--- config.mk ---
export PLATFORM = sky130hd
export DESIGN_NAME = par_port_ctrl
export DESIGN_NICKNAME = d
export VERILOG_FILES = /design/src/rtl/ppc_pkg.sv /design/src/rtl/ppc_cmd_decode.sv /design/src/rtl/ppc_cfg_reg.sv /design/src/rtl/ppc_port_latch.sv /design/src/rtl/ppc_read_mux.sv /design/src/rtl/par_port_ctrl.sv
export SDC_FILE = /design/constraint.sdc
export NUM_CORES = 1
export LEC_CHECK = 0
export BUFFER_PORTS_ARGS = -buffer_cell sky130_fd_sc_hd__clkbuf_2
export CAP_MARGIN = 0
export CORE_ASPECT_RATIO = 2
export CORE_MARGIN = 2
export CORE_UTILIZATION = 45
export DETAILED_ROUTE_END_ITERATION = 10
export PLACE_DENSITY_LB_ADDON = 0.2
export SETUP_SLACK_MARGIN = 0.1
export SKIP_LAST_GASP = 1
export SLEW_MARGIN = 15
export SYNTH_ARGS = -nofsm -noshare
export SYNTH_HDL_FRONTEND = slang
export SYNTH_HIERARCHICAL = 1
export SYNTH_SLANG_ARGS = --single-unit
--- constraint.sdc ---
create_clock -name clk -period 2.3 [get_ports clk]
set_input_delay 0.23 -clock clk [delete_from_list [all_inputs] [get_ports clk]]
set_output_delay 0.23 -clock clk [all_outputs]
set_load 0.1 [all_outputs]
--- src/rtl/ppc_pkg.sv ---
package ppc_pkg;

    localparam int PW     = 8;
    localparam int NIB    = PW / 2;
    localparam int IDX_W  = $clog2(PW);
    localparam int NPORT  = 3;

    // control word bit positions
    localparam int KIND_BIT = 7;
    localparam int DA_BIT   = 4;
    localparam int DCU_BIT  = 3;
    localparam int DB_BIT   = 1;
    localparam int DCL_BIT  = 0;
    localparam int IDX_LSB  = 1;
    localparam int VAL_BIT  = 0;

    typedef enum logic [1:0] {
        SEL_A   = 2'b00,
        SEL_B   = 2'b01,
        SEL_C   = 2'b10,
        SEL_CTL = 2'b11
    } reg_sel_e;

    // 1 = input, 0 = output
    typedef struct packed {
        logic a_in;
        logic b_in;
        logic cu_in;
        logic cl_in;
    } port_dir_t;

    localparam port_dir_t DIR_RESET = '{a_in: 1'b1, b_in: 1'b1, cu_in: 1'b1, cl_in: 1'b1};

endpackage

--- src/rtl/ppc_cmd_decode.sv ---
module ppc_cmd_decode
    import ppc_pkg::*;
(
    input  logic                 bus_sel,
    input  logic                 bus_wr,
    input  logic [1:0]           bus_addr,
    input  logic [PW-1:0]        bus_wdata,
    output logic                 cfg_wr,
    output port_dir_t            cfg_dir,
    output logic                 bsr_wr,
    output logic [IDX_W-1:0]     bsr_idx,
    output logic                 bsr_val,
    output logic [NPORT-1:0]     port_wr
);

    logic       wr_act;
    logic [2:0] unused_fields;

    assign unused_fields = {bus_wdata[6], bus_wdata[5], bus_wdata[2]};

    always_comb begin
        wr_act  = bus_sel && bus_wr;
        cfg_wr  = wr_act && (bus_addr == SEL_CTL) &&  bus_wdata[KIND_BIT];
        bsr_wr  = wr_act && (bus_addr == SEL_CTL) && !bus_wdata[KIND_BIT];
        cfg_dir.a_in  = bus_wdata[DA_BIT];
        cfg_dir.b_in  = bus_wdata[DB_BIT];
        cfg_dir.cu_in = bus_wdata[DCU_BIT];
        cfg_dir.cl_in = bus_wdata[DCL_BIT];
        bsr_idx = bus_wdata[IDX_LSB +: IDX_W];
        bsr_val = bus_wdata[VAL_BIT];
        for (int p = 0; p < NPORT; p++) begin
            port_wr[p] = wr_act && (bus_addr == 2'(p));
        end
    end

    // at most one destination per bus write
    always_comb begin
        a_one_dest_r1: assert ($countones({cfg_wr, bsr_wr, port_wr}) <= 1)
            else $error("decode drove several destinations");
    end

endmodule

--- src/rtl/ppc_cfg_reg.sv ---
module ppc_cfg_reg
    import ppc_pkg::*;
(
    input  logic      clk,
    input  logic      rst,
    input  logic      cfg_wr,
    input  port_dir_t cfg_dir,
    input  logic      bsr_wr,
    output port_dir_t dir_q
);

    typedef struct packed {
        port_dir_t dir;
    } cfg_state_t;

    cfg_state_t st_d, st_q;

    always_comb begin
        st_d = st_q;
        if (cfg_wr) begin
            st_d.dir = cfg_dir;
        end
    end

    always_ff @(posedge clk) begin
        if (rst) begin
            st_q.dir <= DIR_RESET;
        end else begin
            st_q <= st_d;
        end
    end

    assign dir_q = st_q.dir;

    p_bsr_keeps_dir_r6: assert property (@(posedge clk) disable iff (rst)
        bsr_wr |=> (dir_q == $past(dir_q)))
        else $error("single-bit command altered directions");

    p_cfg_loads_dir_r3: assert property (@(posedge clk) disable iff (rst)
        cfg_wr |=> (dir_q == $past(cfg_dir)))
        else $error("configuration word not loaded");

endmodule

--- src/rtl/ppc_port_latch.sv ---
module ppc_port_latch #(
    parameter int W      = 8,
    parameter bit BSR_EN = 1'b0,
    localparam int IW    = $clog2(W)
) (
    input  logic          clk,
    input  logic          rst,
    input  logic          wr,
    input  logic          clr,
    input  logic [W-1:0]  wdata,
    input  logic          bit_wr,
    input  logic [IW-1:0] bit_idx,
    input  logic          bit_val,
    output logic [W-1:0]  lat_q
);

    typedef struct packed {
        logic [W-1:0] lat;
    } lat_state_t;

    lat_state_t st_d, st_q;
    logic [W-1:0] bit_mask;

    always_comb begin
        bit_mask = W'(1) << bit_idx;
        st_d     = st_q;
        if (clr) begin
            st_d.lat = '0;
        end else if (wr) begin
            st_d.lat = wdata;
        end else if (BSR_EN && bit_wr) begin
            st_d.lat = bit_val ? (st_q.lat | bit_mask) : (st_q.lat & ~bit_mask);
        end
    end

    always_ff @(posedge clk) begin
        if (rst) begin
            st_q.lat <= '0;
        end else begin
            st_q <= st_d;
        end
    end

    assign lat_q = st_q.lat;

    p_clear_on_cfg_r4: assert property (@(posedge clk) disable iff (rst)
        clr |=> (lat_q == '0))
        else $error("latch not cleared by configuration");

    p_data_write_r1: assert property (@(posedge clk) disable iff (rst)
        (wr && !clr) |=> (lat_q == $past(wdata)))
        else $error("latch missed data write");

    generate
        if (BSR_EN) begin : g_bit_checks
            p_bit_value_r5: assert property (@(posedge clk) disable iff (rst)
                (bit_wr && !wr && !clr) |=> ((|(lat_q & $past(bit_mask))) == $past(bit_val)))
                else $error("selected bit has wrong value");

            p_bit_others_r5: assert property (@(posedge clk) disable iff (rst)
                (bit_wr && !wr && !clr) |=> ((lat_q & ~$past(bit_mask)) == ($past(lat_q) & ~$past(bit_mask))))
                else $error("single-bit command disturbed other bits");
        end
    endgenerate

endmodule

--- src/rtl/ppc_read_mux.sv ---
module ppc_read_mux
    import ppc_pkg::*;
(
    input  logic          clk,
    input  logic          rst,
    input  logic          bus_sel,
    input  logic          bus_rd,
    input  logic [1:0]    bus_addr,
    input  port_dir_t     dir,
    input  logic [PW-1:0] lat_a,
    input  logic [PW-1:0] lat_b,
    input  logic [PW-1:0] lat_c,
    input  logic [PW-1:0] pin_a,
    input  logic [PW-1:0] pin_b,
    input  logic [PW-1:0] pin_c,
    output logic [PW-1:0] rdata
);

    logic [PW-1:0] view_c;

    always_comb begin
        view_c[PW-1:NIB] = dir.cu_in ? pin_c[PW-1:NIB] : lat_c[PW-1:NIB];
        view_c[NIB-1:0]  = dir.cl_in ? pin_c[NIB-1:0]  : lat_c[NIB-1:0];
        rdata = '0;
        if (bus_sel && bus_rd) begin
            unique case (bus_addr)
                SEL_A:   rdata = dir.a_in ? pin_a : lat_a;
                SEL_B:   rdata = dir.b_in ? pin_b : lat_b;
                SEL_C:   rdata = view_c;
                default: rdata = '0;
            endcase
        end
    end

    p_ctl_read_zero_r8: assert property (@(posedge clk) disable iff (rst)
        (bus_sel && bus_rd && bus_addr == SEL_CTL) |-> (rdata == '0))
        else $error("control read not zero");

    p_idle_bus_zero_r8: assert property (@(posedge clk) disable iff (rst)
        !(bus_sel && bus_rd) |-> (rdata == '0))
        else $error("read bus not zero while idle");

endmodule

--- src/rtl/par_port_ctrl.sv ---
module par_port_ctrl
    import ppc_pkg::*;
(
    input  logic          clk,
    input  logic          rst,
    input  logic          bus_sel,
    input  logic          bus_rd,
    input  logic          bus_wr,
    input  logic [1:0]    bus_addr,
    input  logic [PW-1:0] bus_wdata,
    output logic [PW-1:0] bus_rdata,
    input  logic [PW-1:0] pa_in,
    output logic [PW-1:0] pa_out,
    output logic [PW-1:0] pa_oe,
    input  logic [PW-1:0] pb_in,
    output logic [PW-1:0] pb_out,
    output logic [PW-1:0] pb_oe,
    input  logic [PW-1:0] pc_in,
    output logic [PW-1:0] pc_out,
    output logic [PW-1:0] pc_oe
);

    logic              cfg_wr;
    port_dir_t         cfg_dir;
    logic              bsr_wr;
    logic [IDX_W-1:0]  bsr_idx;
    logic              bsr_val;
    logic [NPORT-1:0]  port_wr;
    port_dir_t         dir_q;
    logic [PW-1:0]     lat [NPORT];

    ppc_cmd_decode u_dec (
        .bus_sel   (bus_sel),
        .bus_wr    (bus_wr),
        .bus_addr  (bus_addr),
        .bus_wdata (bus_wdata),
        .cfg_wr    (cfg_wr),
        .cfg_dir   (cfg_dir),
        .bsr_wr    (bsr_wr),
        .bsr_idx   (bsr_idx),
        .bsr_val   (bsr_val),
        .port_wr   (port_wr)
    );

    ppc_cfg_reg u_cfg (
        .clk     (clk),
        .rst     (rst),
        .cfg_wr  (cfg_wr),
        .cfg_dir (cfg_dir),
        .bsr_wr  (bsr_wr),
        .dir_q   (dir_q)
    );

    generate
        for (genvar p = 0; p < NPORT; p++) begin : g_port
            ppc_port_latch #(
                .W      (PW),
                .BSR_EN (p == int'(SEL_C))
            ) u_lat (
                .clk     (clk),
                .rst     (rst),
                .wr      (port_wr[p]),
                .clr     (cfg_wr),
                .wdata   (bus_wdata),
                .bit_wr  (bsr_wr),
                .bit_idx (bsr_idx),
                .bit_val (bsr_val),
                .lat_q   (lat[p])
            );
        end
    endgenerate

    ppc_read_mux u_rd (
        .clk      (clk),
        .rst      (rst),
        .bus_sel  (bus_sel),
        .bus_rd   (bus_rd),
        .bus_addr (bus_addr),
        .dir      (dir_q),
        .lat_a    (lat[0]),
        .lat_b    (lat[1]),
        .lat_c    (lat[2]),
        .pin_a    (pa_in),
        .pin_b    (pb_in),
        .pin_c    (pc_in),
        .rdata    (bus_rdata)
    );

    always_comb begin
        pa_out = lat[0];
        pb_out = lat[1];
        pc_out = lat[2];
        pa_oe  = {PW{~dir_q.a_in}};
        pb_oe  = {PW{~dir_q.b_in}};
        pc_oe  = {{NIB{~dir_q.cu_in}}, {NIB{~dir_q.cl_in}}};
    end

    p_no_sel_no_change_r9: assert property (@(posedge clk) disable iff (rst)
        !bus_sel |=> (pa_out == $past(pa_out) && pb_out == $past(pb_out)
                      && pc_out == $past(pc_out) && pc_oe == $past(pc_oe)))
        else $error("state changed without select");

endmodule

# Yosys cells after proc, flatten, opt, wreduce, memory -nomap -nowiden
# Index checks and enable logic that the tools add are counted.
# word_totals
input_bits,39
out_inout_bits,56
ff_bits,28
# classes
eq_ne,3
n_mux,9
shifts,1
n_reduce_logical,12
bitwise_logic,7
# op_table
op,count
2-to-1 mux 8 bit,6
case mux 8 bit (3 select lines),1
AND 8 bit,1
logical AND 1 bit,8
2-to-1 mux 4 bit,2
inverter 8 bit,1
OR 8 bit,1
"left shift 1 x 3 -> 8 bit, first input constant",1
"== test 2 bit, second input constant",2
inverter 1 bit,4
"== test 2 x 1 -> 1 bit, second input constant",1
logical NOT 2 bit,1
nonzero test 2 bit,1
OR reduction 2 bit,1
logical NOT 1 bit,1

# Longest topological paths before layout
# Gate-level depths: netlist of the first run.
# depth
depth_word,6
mapped_depth,5
depth_no_buf,5

# Modules after synthesis
# Netlist of the first run, hierarchy kept.
# modules_own_cells
mod,instances,cells_per_inst,area_each_um2
ppc_port_latch (g_port[0].u_lat ...),2,27,295.3
ppc_read_mux,1,57,481.7
ppc_port_latch (g_port[2].u_lat),1,44,424.2
par_port_ctrl,1,24,165.2
ppc_cfg_reg,1,12,140.1
ppc_cmd_decode,1,17,105.1

# Least setup slack after synthesis of the first run
# Ideal clock, no wire load.
# synth_path
path_kind,register to output
start,reg g_port[0].u_lat/lat_q[0] (netlist name)
end,out bus_rdata[0]
stages_incl_launch_ff,4
arrival_ns,2.817
n_path_buf,0
t_required_ns,2.070
path_slack_ns,-0.747
cell_sequence,dfxtp_1 mux2_4 a22oi_1 a21oi_1
# synth_between
elab_chain_len,3
# synth_rtl
element,line,text
2-to-1 mux 8 bit,ppc_read_mux.sv:27,SEL_A: rdata = dir.a_in ? pin_a : lat_a;
case mux 8 bit (3 select lines),ppc_read_mux.sv:26,unique case (bus_addr)
2-to-1 mux 8 bit,ppc_read_mux.sv:25,if (bus_sel && bus_rd) begin
"end, declared",par_port_ctrl.sv:11,"output logic [PW-1:0] bus_rdata,"
# No other way between the ends.

# Final worst setup path of the first run
# layout_path
start,reg u_cfg/dir_q[2] (netlist name)
end,out bus_rdata[1]
# layout_between
elab_chain_len,3
# layout_rtl
element,line,text
2-to-1 mux 8 bit,ppc_read_mux.sv:28,SEL_B: rdata = dir.b_in ? pin_b : lat_b;
case mux 8 bit (3 select lines),ppc_read_mux.sv:26,
2-to-1 mux 8 bit,ppc_read_mux.sv:25,
# No other way between the ends.

==> results of run 1 <==
[layout by cell type, fill, tap and decap left out]
| cell | n |
|---|---|
| dfxtp_1 | 27 |
| nand4_1 | 1 |
| clkbuf_8 | 3 |
| nor2_1 | 18 |
| a21oi_4 | 8 |
| nand3_2 | 1 |
| a22oi_1 | 8 |
| mux2_4 | 8 |
| dfxtp_2 | 1 |
| inv_1 | 6 |
| nand3_1 | 1 |
| nand4b_1 | 3 |
| mux2_2 | 16 |
| nor3b_2 | 1 |
| nor2b_1 | 6 |
| clkbuf_2 | 86 |
| bufinv_16 | 1 |
| nand2_1 | 18 |
| nor4b_2 | 1 |
| o21ai_1 | 8 |
| mux2i_1 | 24 |
| and4bb_1 | 3 |
| or2_1 | 2 |
| buf_12 | 8 |
| a211o_1 | 4 |
| buf_4 | 6 |
| or3_1 | 1 |
| nor3_1 | 4 |
[routing by layer]
metal  GRT usage  vias up  share of wire
met2       0.417       66           0.56
met1       0.236      800           0.38
met4      0.0810        0          0.021
li1            -      827              -
met3      0.0280       10          0.046
met5           0        -              0
[repair_timing]
action / CTS / global route
setup endpoints to repair: 0 / 8
hold buffers: 0 / 0
resized for setup: 0 / 1
[metrics by stage]
| stage | setup slack (ns) | area, um2 |
|---|---|---|
| after floorplan | 0.128 | 2000 |
| after global placement | 0.494 | 2410 |
| after detailed placement | 0.469 | 2410 |
| after CTS | 0.153 | 2480 |
| after global routing | 0.173 | 2490 |
| final | 0.225 | 2490 |
[worst max-delay path by stage]
| stage | startpoint | endpoint | slack, ns | cells after the start |
|---|---|---|---|---|
| final | u_cfg/dir_q[2] | bus_rdata[1] | 0.22 | 4 |
| after floorplan | g_port[0].u_lat/lat_q[0] | bus_rdata[0] | 0.13 | 3 |
| after global routing | u_cfg/dir_q[2] | bus_rdata[1] | 0.17 | 4 |
| after CTS | u_cfg/dir_q[3] | bus_rdata[7] | 0.15 | 4 |
| after detailed placement | u_cfg/dir_q[3] | bus_rdata[7] | 0.47 | 4 |
| after global placement | u_cfg/dir_q[3] | bus_rdata[7] | 0.49 | 4 |
[power groups by stage]
stage	registers, mW	logic (mW)	clock network (mW)
6_report	0.508	0.386	0.389
5_1_grt	0.510	0.403	0.414
4_1_cts	0.508	0.387	0.397
3_5_place_dp	0.519	0.386	0
3_3_place_gp	0.519	0.383	0
2_1_floorplan	0.578	0.243	0
[cells by family after synthesis]
logic type / after synthesis
AOI/OAI and AO/OA: 28
buffers and inverters: 44
DFF: 28
muxes: 48
and+or+nand+nor: 60
[area by class of cell]
cell class	count	area, um2	area share
clock buffers	3	41.3	0.0166
clock inverters	1	30.0	0.0121
inverters	6	22.5	0.00906
multi-input cells	136	1130	0.454
flip-flops and latches	28	562	0.226
well taps	52	65.1	0.0262
repair buffers	100	636	0.256
[critical path, delay by kind of cell (launching register included)]
kind	cells	cell delay (ns)
muxes	1	0.39
DFF	1	0.62
buffers and inverters	1	0.17
AOI/OAI and AO/OA	2	0.38
==> results_dict.tcl, run 1 <==
set metrics [dict create \
    clockRootBuffer "clkbuf_8" \
    num_vias 1703 \
    worstMarginPinSlew_ns 0.641 \
    path_max_fanout 10 \
    drive_above_1_share 0.511 \
    io_pins 95 \
    cts_buffers 3 \
    crit_arrival_ns 1.85 \
    crit_slowest_cell "dfxtp_1" \
    muxShareOfSynthArea 0.283 \
    power_mw 1.28 \
    antenna_found_initial 0 \
    track_usage 0.218 \
    cts_sinks 28 \
    synth_seq_cells 28 \
    synthSimpleGateAreaFrac 0.170 \
    clock_skew_ns 0 \
    end_kind "output port" \
    ant_nets 0 \
    slowest_delay_ns 0.62 \
    post-route-period-util 0.902 \
    post-synth-top-count-cell "buf_4" \
    drt-pass1-iter-count 4 \
    pwr-share-clk 0.303 \
    grt_pass1_vias 1602 \
    p_int_mw 0.841 \
    instances_no_fill 326 \
    synth_compound_area_frac 0.0919 \
    synthCells 208 \
    seq_area_frac_synth 0.294 \
    synthAdderAreaFrac 0 \
    seq_power_share 0.396 \
    synth_area_leaders "dfxtp_1 29%, mux2i_1 13%, buf_4 12%" \
    dpl.hpwl_mm 4.23 \
    fmax_mhz 482 \
    die_w_um 50.0 \
    finalCoreUtilization 0.608 \
    die_h_um 96.1 \
    power.density_nw_per_um2 516 \
    syn_nets 247 \
    holdPathStages 3 \
    hold_class "in -> reg" \
    outcome "complete, no violations" \
    ff2ff_path_depth 2 \
    synth_area_per_cell_um2 9.17 \
    path_cells "mux2_2 -> a22oi_1 -> a21oi_4 -> buf_12" \
    yosysTopAreaCellShare 0.294 \
    nets 314 \
    setup-tns-final_ns 0 \
    start_util 0.466 \
    worst_ep_required_time_ns 2.07 \
    syn_area_um2 1910 \
    worst-setup-path-type "reg -> out" \
    drv_cap 0 \
    fill_cells 383 \
    finalHoldWorstSlack_ns 0.218 \
    die_area_um2 4810 \
    n_antenna_cell 0 \
    slew_headroom 0.571 \
    gp_congestion 0.843 \
    synth_edf_count 0 \
    synth_common_cells "30 x buf_4, 28 x dfxtp_1, 24 x mux2i_1" \
    synthXorXnorAreaFrac 0 \
    clkSlewWorstSetupHoldPaths_ns 0.10 \
    ir_worst_vdd_v 0.000489 \
    cts_setup_buffers 0 \
    grt_max_degree 17 \
    yosysWarnings 6 \
    placed_cells_incl_taps 322 \
    p_sw_mw 0.442 \
    cts_buffer_depth 2 \
    rsz0062_at_grt "false" \
    ff2ff_setup_slack_ns 1.32 \
    wl_per_cell_um 15.9 \
    cts_tree "yes" \
    switching_share 0.345 \
    overflow 0 \
    finalHoldViolCount 0 \
    ys_async_sr_fraction 0 \
    drt_iter0_markers 32 \
    vias_per_cell 5.22 \
    yosysTopAreaCell "dfxtp_1" \
    r2r_end "u_cfg/dir_q[2]" \
    ys_types 26 \
    core-area_um2 4090 \
    finalSetupViolations 0 \
    rr_startpoint "u_cfg/dir_q[2]" \
    grt_pass1_wl_mm 8.06 \
    synth_top_family_by_area "multiplexers" \
    p_comb_frac 0.301 \
    syn_to_final_growth_pct 30.4 \
    numPortBuffers 94 \
    clk_latency_ns 0.27 \
    power.leakage_nw 1.16 \
    hold_start "bus_wdata[5]" \
    period_minus_slack_ns 2.08 \
    synthFlopType "dfxtp_1" \
    slew_violations 0 \
    crit_path_start_kind "register" \
    placementRows 33 \
    htreeDepth 1 \
    routed_wl_mm 5.18 \
    drc 0 \
]
(Power assumes the default switching activity.)
==> run 2, diff against run 1 <==
--- a/config.mk
+++ b/config.mk
@@ -17,5 +17,4 @@
 export SLEW_MARGIN = 15
 export SYNTH_ARGS = -nofsm -noshare
 export SYNTH_HDL_FRONTEND = slang
-export SYNTH_HIERARCHICAL = 1
 export SYNTH_SLANG_ARGS = --single-unit
==> run 2 against run 1 <==
- critical path depth unchanged
- sequential share of layout area grew 0.31 points
- combinational power rose by 9.8%
- via count up 18%
- highest routed layer unchanged
==> results_dict.tcl, run 2 <==
set metrics [dict create \
    die_h_um 95.2 \
    ir_worst_vdd_v 0.000577 \
    rsz0062_at_grt "false" \
    setup-tns-final_ns 0 \
    wl_per_cell_um 15.3 \
    htreeDepth 1 \
    synth_area_per_cell_um2 7.64 \
    final_cell_mix "86 x clkbuf_2, 49 x nand2_1, 19 x a21oi_1" \
    drive_above_1_share 0.465 \
    ys_types 37 \
    drc 0 \
    layout_commonest_cell "clkbuf_2" \
    io_pins 95 \
    die_area_um2 4720 \
    ys_async_sr_fraction 0 \
    antenna_found_initial 0 \
    synthXorXnorAreaFrac 0.00468 \
    ctsResizeCount 0 \
    overflow 0 \
    synthSimpleGateAreaFrac 0.245 \
    synth_area_leaders "dfxtp_1 30%, nand2_1 9.8%, buf_4 8.0%" \
    clockRootBuffer "clkbuf_8" \
    num_vias 2011 \
    worst_ep_required_time_ns 2.07 \
    n_antenna_cell 0 \
    cts_buffer_depth 2 \
    cts_setup_buffers 0 \
    cts_tree "yes" \
    numPortBuffers 94 \
    vias_per_cell 5.49 \
    cts_buffers 3 \
    nets 354 \
    ant_nets 0 \
    start_util 0.463 \
    rr_startpoint "u_cfg.dir_q[3]" \
    synth_edf_count 0 \
    dpl.hpwl_mm 4.48 \
    muxShareOfSynthArea 0.112 \
    post-synth-top-count-cell "nand2_1" \
    crit_arrival_ns 1.81 \
    hold_start "rst" \
    hold_buffers 0 \
    path_max_fanout 17 \
    ff2ff_setup_slack_ns 1.02 \
    crit_path_start_kind "register" \
    worstMarginPinSlew_ns 0.565 \
    fill_cells 414 \
    yosysWarnings 0 \
    synthCells 245 \
    hold_class "in -> reg" \
    grt_pass1_vias 1871 \
    die_w_um 49.6 \
    drt-pass1-iter-count 4 \
    track_usage 0.239 \
    synthAdderAreaFrac 0 \
    yosysTopAreaCellShare 0.299 \
    power_mw 1.33 \
    slew_headroom 0.621 \
    synth_common_cells "49 x nand2_1, 28 x dfxtp_1, 27 x a21oi_1" \
    syn_nets 284 \
    clkSlewWorstSetupHoldPaths_ns 0.10 \
    post-route-period-util 0.886 \
    period_minus_slack_ns 2.04 \
    yosysTopAreaCell "dfxtp_1" \
    core-area_um2 4050 \
    fmax_mhz 491 \
    end_kind "output port" \
    synth_compound_area_frac 0.198 \
    clk_latency_ns 0.27 \
    power.leakage_nw 1.17 \
    worst-setup-path-type "reg -> out" \
    drv_cap 0 \
    clock_skew_ns 0 \
    gp_congestion 0.856 \
    synth_seq_cells 28 \
    r2r_end "u_cfg.dir_q[3]" \
    holdPathStages 2 \
    slew_violations 0 \
    drt_iter0_markers 34 \
    synth_top_family_by_area "simple AND/OR/NAND/NOR gates" \
    syn_to_final_growth_pct 35.4 \
    seq_area_frac_synth 0.299 \
    routed_wl_mm 5.61 \
    power.density_nw_per_um2 526 \
    placementRows 33 \
    finalSetupViolations 0 \
    outcome "complete, no violations" \
    grt_max_degree 18 \
    cts_sinks 28 \
    grt_pass1_wl_mm 8.74 \
    ff2ff_path_depth 2 \
    syn_area_um2 1870 \
    finalHoldViolCount 0 \
    synthFlopType "dfxtp_1" \
]
[run 2: cell count changes in the layout (fill, tap and decap cells not counted), sizes merged, moves of 9 or more]
cell,delta
a21oi,+20
nand2,+31
mux2i,-12
mux2,-16
nor2,-11
a211oi,+9
[run 2: power breakdown]
| group | switching, mW | internal, mW |
|---|---|---|
| Combinational | 0.307 | 0.117 |
| Sequential | 0.0123 | 0.497 |
| Clock | 0.165 | 0.233 |
| Total | 0.484 | 0.848 |
[run 2: logic make-up (layout without fill, tap and decap cells)]
family / count (synthesis) / after routing
AOI/OAI and AO/OA: 58 / 58
xor gates and xnor gates: 1 / 1
buffers and inverters: 45 / 114
DFF: 28 / 28
muxes: 20 / 20
and+or+nand+nor: 93 / 93
[run 2: worst max-delay path: stages, from the launching register on]
cell and delay, ns:
dfxtp_1 0.68, a211oi_1 0.17, a211o_1 0.34, a21oi_4 0.15
buf_12 0.19
[run 2: how the worst max path moves through the flow]
stage / startpoint / to / slack, ns / cells after the start
after floorplan: register / bus_rdata[3] / 0.16 / 3
after global placement: bus_addr[0] / register / 0.56 / 6
final: u_cfg.dir_q[3] / bus_rdata[1] / 0.26 / 4
after detailed placement: bus_addr[0] / register / 0.55 / 6
after CTS: u_cfg.dir_q[2] / bus_rdata[2] / 0.26 / 4
after global routing: u_cfg.dir_q[3] / bus_rdata[0] / 0.15 / 4
[run 2: per-stage QoR]
stage          setup slack [ns]  utilization  cell area [um2]  std cells  hold WS (ns)
6_report                  0.262        0.626             2530        366         0.126
3_5_place_dp              0.548        0.609             2460        362         0.425
3_3_place_gp              0.561        0.609             2460        362         0.419
5_1_grt                   0.150        0.626             2530        366         0.122
4_1_cts                   0.255        0.626             2530        366         0.123
2_1_floorplan             0.160            -             1980        245         0.313
[run 2: routing by layer]
metal / vias to the layer above / wire, um / GRT usage
li1: 978 / - / -
met1: 942 / 2100 / 0.258
met2: 79 / 3050 / 0.449
met3: 12 / 294 / 0.0282
met4: 0 / 170 / 0.116
met5: - / 0 / 0
[run 2: area by class of cell]
class / count / area, um2 / share of cell area
Tap cell: 52 / 65.1 / 0.0257
Clock inverter: 1 / 30.0 / 0.0118
Inverter: 8 / 30.0 / 0.0118
Clock buffer: 3 / 41.3 / 0.0163
Multi-Input combinational cell: 172 / 1140 / 0.449
Sequential cell: 28 / 581 / 0.229
Timing Repair Buffer: 102 / 651 / 0.257
